$ cat config.mk
export PLATFORM = sky130hd
export DESIGN_NAME = qddc_chain
export DESIGN_NICKNAME = d
export VERILOG_FILES = /design/src/rtl/qddc_pkg.sv /design/src/rtl/qddc_mixer.sv /design/src/rtl/qddc_cic.sv /design/src/rtl/qddc_chain.sv
export SDC_FILE = /design/constraint.sdc
export NUM_CORES = 2
export LEC_CHECK = 0
export BUFFER_PORTS_ARGS = -buffer_cell sky130_fd_sc_hd__buf_2
export CAP_MARGIN = 20
export CORE_ASPECT_RATIO = 1.25
export CORE_MARGIN = 2
export CORE_UTILIZATION = 39
export DETAILED_ROUTE_END_ITERATION = 10
export GPL_TIMING_DRIVEN = 0
export PLACE_DENSITY = 0.66
export SYNTH_ARGS = -nofsm -noshare
export SYNTH_HDL_FRONTEND = slang
export SYNTH_HIERARCHICAL = 1
export SYNTH_SLANG_ARGS = --single-unit
$ cat constraint.sdc
create_clock -name clk -period 8.1 [get_ports clk]
set_input_delay 0.81 -clock clk [delete_from_list [all_inputs] [get_ports clk]]
set_output_delay 0.81 -clock clk [all_outputs]
set_load 0.1 [all_outputs]
$ cat src/rtl/qddc_pkg.sv
package qddc_pkg;

    localparam int SAMP_W  = 16;
    localparam int LOSC_W  = 16;
    localparam int STAGES  = 4;
    localparam int DEC_A   = 64;
    localparam int DEC_B   = 8;

    typedef struct packed {
        logic signed [SAMP_W-1:0] i;
        logic signed [SAMP_W-1:0] q;
    } iq_t;

    // bits of growth for an N-stage CIC with unit differential delay
    function automatic int cic_growth(input int rate, input int n);
        return n * $clog2(rate);
    endfunction

endpackage

$ cat src/rtl/qddc_mixer.sv
module qddc_mixer
    import qddc_pkg::*;
#(
    parameter int DW = SAMP_W,
    parameter int LW = LOSC_W
) (
    input  logic                 clk,
    input  logic                 rst,
    input  logic                 en,
    input  logic signed [DW-1:0] smp,
    input  logic signed [LW-1:0] cosv,
    input  logic signed [LW-1:0] sinv,
    output logic                 vld,
    output iq_t                  iq
);
    localparam int PW  = DW + LW;
    localparam int FR  = LW - 1;

    function automatic logic signed [DW-1:0] rnd_sat(input logic signed [PW-1:0] p);
        logic signed [PW:0] t;
        logic signed [PW:0] s;
        t = $signed({p[PW-1], p}) + $signed((PW+1)'(1) <<< (FR-1));
        s = t >>> FR;
        if (s > $signed((PW+1)'((1 << (DW-1)) - 1)))
            return DW'((1 << (DW-1)) - 1);
        else
            return s[DW-1:0];
    endfunction

    logic signed [PW-1:0] prod_c;
    logic signed [PW-1:0] prod_s;

    always_comb begin
        prod_c = PW'(smp) * PW'(cosv);
        prod_s = PW'(smp) * PW'(sinv);
    end

    always_ff @(posedge clk) begin
        if (rst) begin
            vld <= 1'b0;
            iq  <= '0;
        end else begin
            vld <= en;
            if (en) begin
                iq.i <= rnd_sat(prod_c);
                iq.q <= rnd_sat(prod_s);
            end
        end
    end
endmodule

$ cat src/rtl/qddc_cic.sv
module qddc_cic #(
    parameter int IN_W  = 16,
    parameter int OUT_W = 16,
    parameter int RATE  = 64,
    parameter int N     = 4
) (
    input  logic                    clk,
    input  logic                    rst,
    input  logic                    in_vld,
    input  logic signed [IN_W-1:0]  in_dat,
    output logic                    out_vld,
    output logic signed [OUT_W-1:0] out_dat
);
    localparam int SHIFT = N * $clog2(RATE);
    localparam int ACC_W = IN_W + SHIFT;
    localparam int CW    = $clog2(RATE);

    logic signed [ACC_W-1:0] integ [N];
    logic signed [ACC_W-1:0] dly   [N];
    logic signed [ACC_W-1:0] cs    [N+1];
    logic signed [ACC_W-1:0] scaled;
    logic [CW-1:0]           phase;
    logic                    strobe;

    assign strobe = in_vld && (phase == CW'(RATE - 1));

    // integrators at the input rate
    always_ff @(posedge clk) begin
        if (rst) begin
            for (int k = 0; k < N; k++) integ[k] <= '0;
            phase <= '0;
        end else if (in_vld) begin
            integ[0] <= integ[0] + ACC_W'(in_dat);
            for (int k = 1; k < N; k++) integ[k] <= integ[k] + integ[k-1];
            phase <= strobe ? '0 : phase + 1'b1;
        end
    end

    // comb chain evaluated at the decimated rate
    always_comb begin
        cs[0] = integ[N-1];
        for (int k = 0; k < N; k++) cs[k+1] = cs[k] - dly[k];
        scaled = cs[N] >>> SHIFT;
    end

    always_ff @(posedge clk) begin
        if (rst) begin
            for (int k = 0; k < N; k++) dly[k] <= '0;
            out_vld <= 1'b0;
            out_dat <= '0;
        end else begin
            out_vld <= strobe;
            if (strobe) begin
                for (int k = 0; k < N; k++) dly[k] <= cs[k];
                out_dat <= scaled[OUT_W-1:0];
            end
        end
    end
endmodule

$ cat src/rtl/qddc_chain.sv
module qddc_chain
    import qddc_pkg::*;
#(
    parameter int DATA_W = SAMP_W,
    parameter int LO_W   = LOSC_W,
    parameter int NSTG   = STAGES,
    parameter int RATE1  = DEC_A,
    parameter int RATE2  = DEC_B
) (
    input  logic                     clk,
    input  logic                     rst,
    input  logic                     smp_en,
    input  logic signed [DATA_W-1:0] adc_in,
    input  logic signed [LO_W-1:0]   lo_cos,
    input  logic signed [LO_W-1:0]   lo_sin,
    output logic                     bb_vld,
    output logic signed [DATA_W-1:0] bb_i,
    output logic signed [DATA_W-1:0] bb_q
);
    localparam int ARMS = 2;

    iq_t                     mix_iq;
    logic                    mix_vld;
    logic signed [DATA_W-1:0] mix_i;
    logic signed [DATA_W-1:0] mix_q;
    logic signed [DATA_W-1:0] arm_in  [ARMS];
    logic                    mid_vld [ARMS];
    logic signed [DATA_W-1:0] mid_dat [ARMS];
    logic                    arm_vld [ARMS];
    logic signed [DATA_W-1:0] arm_dat [ARMS];

    qddc_mixer #(.DW(DATA_W), .LW(LO_W)) u_mix (
        .clk (clk),
        .rst (rst),
        .en  (smp_en),
        .smp (adc_in),
        .cosv(lo_cos),
        .sinv(lo_sin),
        .vld (mix_vld),
        .iq  (mix_iq)
    );

    assign mix_i     = mix_iq.i;
    assign mix_q     = mix_iq.q;
    assign arm_in[0] = mix_i;
    assign arm_in[1] = mix_q;

    for (genvar a = 0; a < ARMS; a++) begin : g_arm
        qddc_cic #(.IN_W(DATA_W), .OUT_W(DATA_W), .RATE(RATE1), .N(NSTG)) u_cic_a (
            .clk    (clk),
            .rst    (rst),
            .in_vld (mix_vld),
            .in_dat (arm_in[a]),
            .out_vld(mid_vld[a]),
            .out_dat(mid_dat[a])
        );
        qddc_cic #(.IN_W(DATA_W), .OUT_W(DATA_W), .RATE(RATE2), .N(NSTG)) u_cic_b (
            .clk    (clk),
            .rst    (rst),
            .in_vld (mid_vld[a]),
            .in_dat (mid_dat[a]),
            .out_vld(arm_vld[a]),
            .out_dat(arm_dat[a])
        );
    end

    assign bb_vld = arm_vld[0];
    assign bb_i   = arm_dat[0];
    assign bb_q   = arm_dat[1];
endmodule

Word-level counts from Yosys, hierarchy flattened

Memories as Yosys holds them, arrays and structs flattened.
Index checks and enable logic that the tools add are counted.

Add/subtract/negate cells: 38
Multipliers: 2
Divide/modulo/power cells: 0
Order comparisons: 2
Equal/unequal tests: 4
Shift-type cells: 0
Muxes and demuxes: 61
Bitwise operators: 32
Reduce and logical (&&, ||, !) cells: 4

Operator list:

| kind                   | count |
|---|---|
| $mux 40                | 16 |
| $mux 28                | 16 |
| $sub 40x40->40         | 8 |
| $add 40x40->40         | 6 |
| $sub 28x28->28         | 8 |
| $add 28x28->28         | 6 |
| $add 40x16->40         | 2 |
| $add 32x16->33 const B | 2 |
| $mul 16x16->32         | 2 |
| $add 28x16->28         | 2 |
| $gt 18x16->1 const B   | 2 |
| $mux 16                | 2 |
| $or 1x1->1             | 32 |
| $mux 1                 | 23 |
| $add 6x1->6 const B    | 2 |
| $eq 6x6->1 const B     | 2 |
| $mux 6                 | 2 |
| $add 3x1->3 const B    | 2 |
| $eq 3x3->1 const B     | 2 |
| $mux 3                 | 2 |
| $logic_and 1x1->1      | 4 |

Bits in registers: 118
Latch bits: 0
Bits in writable memories: 1088
Memory bits (read-only): 0
Bits of input ports: 51
Output and inout port bits: 33
Word-level logic and storage cells: 165
Memories kept: 8

Memories:

| name                   | depth | bits a word | read ports | clocked after memory_dff | write ports | RTL line       | source |
|---|---|---|---|---|---|---|---|
| g_arm[0].u_cic_a.dly   | 4     | 40          | 4          | 0                        | 4           | qddc_cic.sv:19 | `logic signed [ACC_W-1:0] dly [N];` |
| g_arm[0].u_cic_a.integ | 4     | 40          | 4          | 0                        | 4           | qddc_cic.sv:18 | `logic signed [ACC_W-1:0] integ [N];` |
| g_arm[1].u_cic_a.dly   | 4     | 40          | 4          | 0                        | 4           | qddc_cic.sv:19 |  |
| g_arm[1].u_cic_a.integ | 4     | 40          | 4          | 0                        | 4           | qddc_cic.sv:18 |  |
| g_arm[0].u_cic_b.dly   | 4     | 28          | 4          | 0                        | 4           | qddc_cic.sv:19 |  |
| g_arm[0].u_cic_b.integ | 4     | 28          | 4          | 0                        | 4           | qddc_cic.sv:18 |  |
| 2 more memories        | n/a   | n/a         | n/a        | n/a                      | n/a         | n/a            |  |

Logic depth before layout (Yosys ltp)

Word-level depth: 6
Depth in mapped cells: 46
Mapped depth without buffers: 46

Cells and area by module

Netlist, hierarchy kept.

By module, submodules not included:

| module                      | times used | cells each | area each (sq um) | seq. area each (sq um) |
|---|---|---|---|---|
| qddc_cic (g_arm[0].u_cic_a) | 1          | 2949       | 27411.3           | 10069.7 |
| qddc_cic (g_arm[1].u_cic_a) | 1          | 2884       | 27055.9           | 10069.7 |
| qddc_mixer                  | 1          | 2292       | 20836.2           | 660.6 |
| qddc_cic (g_arm[0].u_cic_b) | 1          | 1905       | 18365.1           | 7126.8 |
| qddc_cic (g_arm[1].u_cic_b) | 1          | 1902       | 18210.0           | 7126.8 |

Least setup slack after synthesis

No wires, ideal clock.

Kind: reg2reg
Start: memory g_arm[1].u_cic_a/integ[3][0] in the netlist's numbering
End: register g_arm[1].u_cic_a.out_dat[15]
Setup time: 0.079 ns
Data arrival time: 7.839 ns
Required time: 8.021 ns
Setup slack: 0.182 ns
Stages on the path, launching flop included: 45
Buffers on the path: 0
Period minus slack after synthesis: 7.918 ns
Path through: edfxtp_1 > inv_1 > ha_1 > inv_1 > fa_1 > a21o_1 > a21oi_1 > o211ai_1 > a21oi_1 > o21bai_1 > a21oi_1 > xnor2_1 > ha_1 > nand2_1 > nor2_1 > nand3_1 > a31oi_1 > o21ai_0 > [9 not listed] > o21ai_1 > a21o_1 > a21o_1 > a31o_2 > xor2_1 > ha_1 > a21oi_1 > o21ai_0 > o21ai_0 > a31oi_1 > a41oi_1 > o21ai_1 > a31oi_1 > o21ai_0 > or2_2 > a21oi_1 > xor3_1 > a211oi_2

RTL lines:

| element                | RTL line       | source |
|---|---|---|
| start: declaration     | qddc_cic.sv:18 |  |
| end signal: assignment | qddc_cic.sv:55 | `out_dat <= scaled[OUT_W-1:0];` |
| end: declaration       | qddc_cic.sv:12 | `output logic signed [OUT_W-1:0] out_dat` |

==> results.sh <==
export IMPL_cts_tree="yes"
export IMPL_grt_pass1_wl_um=416700
export IMPL_dieArea_sq_um=291100
export IMPL_crit_path_start_kind="register"
export IMPL_ioPinCount=84
export IMPL_synthCells=11930
export IMPL_vias=83720
export IMPL_wl_per_cell_um=15.95
export IMPL_vdd_ir_drop_max_v=0.0007549
export IMPL_cts_root_buf="clkbuf_16"
export IMPL_layout_min_cycle_time_ns=8.022
export IMPL_leakage_uw=0.05541
export IMPL_hold_depth=2
export IMPL_finalCritPeriodShare_pct=99.04
export IMPL_vias_per_cell=5.180
export IMPL_dr_pass1_iters=8
export IMPL_dp_slack_ns=-1.410
export IMPL_worst_slew_pin_slew_ns=1.088
export IMPL_min_to="g_arm[0].u_cic_b/out_dat[13]"
export IMPL_p_per_area_nw_per_um2=355.6
export IMPL_max_stage_delay_ns=0.53
export IMPL_worstReg2RegStart="g_arm[0].u_cic_a/integ[3][0]"
export IMPL_synth_warnings=6
export IMPL_nets=14130
export IMPL_cp_num_buf_inv=4
export IMPL_crit_arrival_ns=8.74
export IMPL_critPathSlowestCell="or4_4"
export IMPL_dp_hpwl_um=202600
export IMPL_min_from="g_arm[0].u_cic_b/out_dat[13]"
export IMPL_grt_usage_pct=17.27
export IMPL_port_buffers=83
export IMPL_cts_sinks=1206
export IMPL_setup_viol=0
export IMPL_rsz0062_at_grt="true"
export IMPL_fp_row_count=219
export IMPL_dp_cells=15790
export IMPL_totalWireLength_um=257800
export IMPL_drive_gt1_share_pct=6.548
export IMPL_clkTransAtPathRegs_ns=0.06
export IMPL_synth_nets=13760
export IMPL_cts_buffers=145
export IMPL_cp_required_ns=8.82
export IMPL_cts_max_level=4
export IMPL_finalPower_uw=44260
export IMPL_fin_ws_ns=0.07762
export IMPL_final_max_slew_viol_count=0
export IMPL_worstSetupPathType="reg2reg"
export IMPL_area_growth_pct=11.27
export IMPL_status="completed"
export IMPL_cp_top_family="compound AO/OA/AOI/OAI gates"
export IMPL_final_cell_area_sq_um=124500
export IMPL_finClkSkew_ns=0.06139
export IMPL_fmax_ghz=0.1247
export IMPL_worstPathMaxFanout=5
export IMPL_core_area_sq_um=285000
export IMPL_final_cells=16160
export IMPL_die_height_um=602.8
export IMPL_hold_ws_ns=0.4472
export IMPL_ff2ff_path_depth=41
export IMPL_relSlewSlack_pct=25.56
export IMPL_finalHoldViolCount=0
export IMPL_synth_area_sq_um=111900
export IMPL_timing_rr_end="g_arm[0].u_cic_a/out_dat[15]"
export IMPL_post_dp_cell_area_sq_um=117400
export IMPL_grt_pass1_vias=84140
export IMPL_initial_core_util_pct=39.25
export IMPL_avgSynthCellArea_sq_um=9.375
export IMPL_drv_cap=0
export IMPL_hold_path_class="reg2reg"
export IMPL_crit_top_cell="o21a_1"
export IMPL_grt_max_degree=85
export IMPL_die_w_um=483.0
export IMPL_reg2reg_slack_ns=0.08
export IMPL_worstSetupEndpointType="register"
export IMPL_clock_latency_ns=0.82
export IMPL_cts_buffer_depth=4
export IMPL_grt_overflow_total=0
export IMPL_drtAntennaViolNets=0
export IMPL_gp_congestion=1.002
export IMPL_dr_first_iter_drc_count=3824
export IMPL_drc_errors=0
export IMPL_antenna_found_initial=8
-- stage by stage --
step	utilization [%]	TNS [ns]
2_1_floorplan	-	0
3_3_place_gp	41.05	-17.04
3_5_place_dp	41.19	-19.88
4_1_cts	43.10	-0.004403
5_1_grt	43.68	-2.835
6_report	43.68	0
-- flip-flops by register name, summed over array words and instances (netlist names) --
| register | cells |
|---|---|
| g_arm.u_cic_a/dly | 320 |
| g_arm.u_cic_b/phase | 6 |
| g_arm.u_cic_b/out_vld | 1 |
| g_arm.u_cic_a/integ | 320 |
| u_mix/vld | 1 |
| g_arm.u_cic_a/out_dat | 32 |
| g_arm.u_cic_a/phase | 12 |
| g_arm.u_cic_b/out_dat | 32 |
| u_mix/iq | 32 |
| g_arm.u_cic_b/integ | 224 |
| g_arm.u_cic_a/out_vld | 2 |
| g_arm.u_cic_b/dly | 224 |
-- how the worst max path moves through the flow --
stage	startpoint	endpoint	depth (start not counted)
3_3_place_gp	g_arm[1].u_cic_a/integ[3][0]	g_arm[1].u_cic_a/out_dat[15]	44
2_1_floorplan	g_arm[1].u_cic_a/integ[3][0]	g_arm[1].u_cic_a/out_dat[15]	44
6_report	g_arm[0].u_cic_a/integ[3][0]	g_arm[0].u_cic_a/out_dat[15]	41
4_1_cts	g_arm[1].u_cic_a/integ[3][0]	g_arm[1].u_cic_a/out_dat[15]	44
3_5_place_dp	g_arm[1].u_cic_a/integ[3][0]	g_arm[1].u_cic_a/out_dat[15]	44
5_1_grt	g_arm[0].u_cic_a/integ[3][0]	g_arm[0].u_cic_a/out_dat[15]	41
-- layout make-up --
cell class	instances	area, sq um
fillers	27490	160500
multi-input cells	9047	72060
flip-flops and latches	1206	35030
inverters	1402	5280
well taps	3757	4701
clock buffers	184	3919
repair buffers	225	1775
plain buffers	272	1050
clock inverters	64	633.1
diodes	4	10.01
-- worst register-to-register path: cells and delay by family (launching register included) --
family                   cells  cell delay (ns)
adder cells (fa/ha/maj)      5             1.49
flip-flops                   1             0.41
AO/OA/AOI/OAI               18             3.08
XOR/XNOR                     4             0.74
buffers and inverters        4             0.34
AND/OR/NAND/NOR             10             1.87
-- layout by cell type, fill, tap and decap left out, drive strengths merged, types with 235 or more instances in the layout --
cell type and count:
nor2 965, xnor2 523, inv 1407, xor2 334, clkbuf 446, fa 562
a21o 503, a21oi 874, o21ai 476, ha 1214, nand2 794, edfxtp 1088
and2 731, buf 235
-- power breakdown --
| group | leakage, uW | total (uW) | switching, uW | internal [uW] |
|---|---|---|---|---|
| clock | 0.00223 | 6380 | 2620 | 3770 |
| combinational | 0.0409 | 30400 | 17600 | 12800 |
| sequential | 0.0123 | 7460 | 291 | 7170 |
| total | 0.0554 | 44300 | 20500 | 23700 |
-- routing by layer --
layer / wire length, um / GRT usage [%] / vias to the layer above
met5: 21 / 0 / -
met4: 13650 / 8.381 / 4
met3: 9646 / 2.077 / 641
met2: 131600 / 32.76 / 1551
met1: 102800 / 18.86 / 39190
li1: - / - / 42330
-- timing repair --
| action | CTS | global route |
|---|---|---|
| resized for setup | 99 | 231 |
| setup buffers | 55 | 72 |
| gates cloned | 0 | 0 |
| pin swaps | 70 | 206 |
| setup endpoints to repair | 30 | 35 |
| hold buffers | 0 | 0 |
Power figures use the tool's default switching activity.
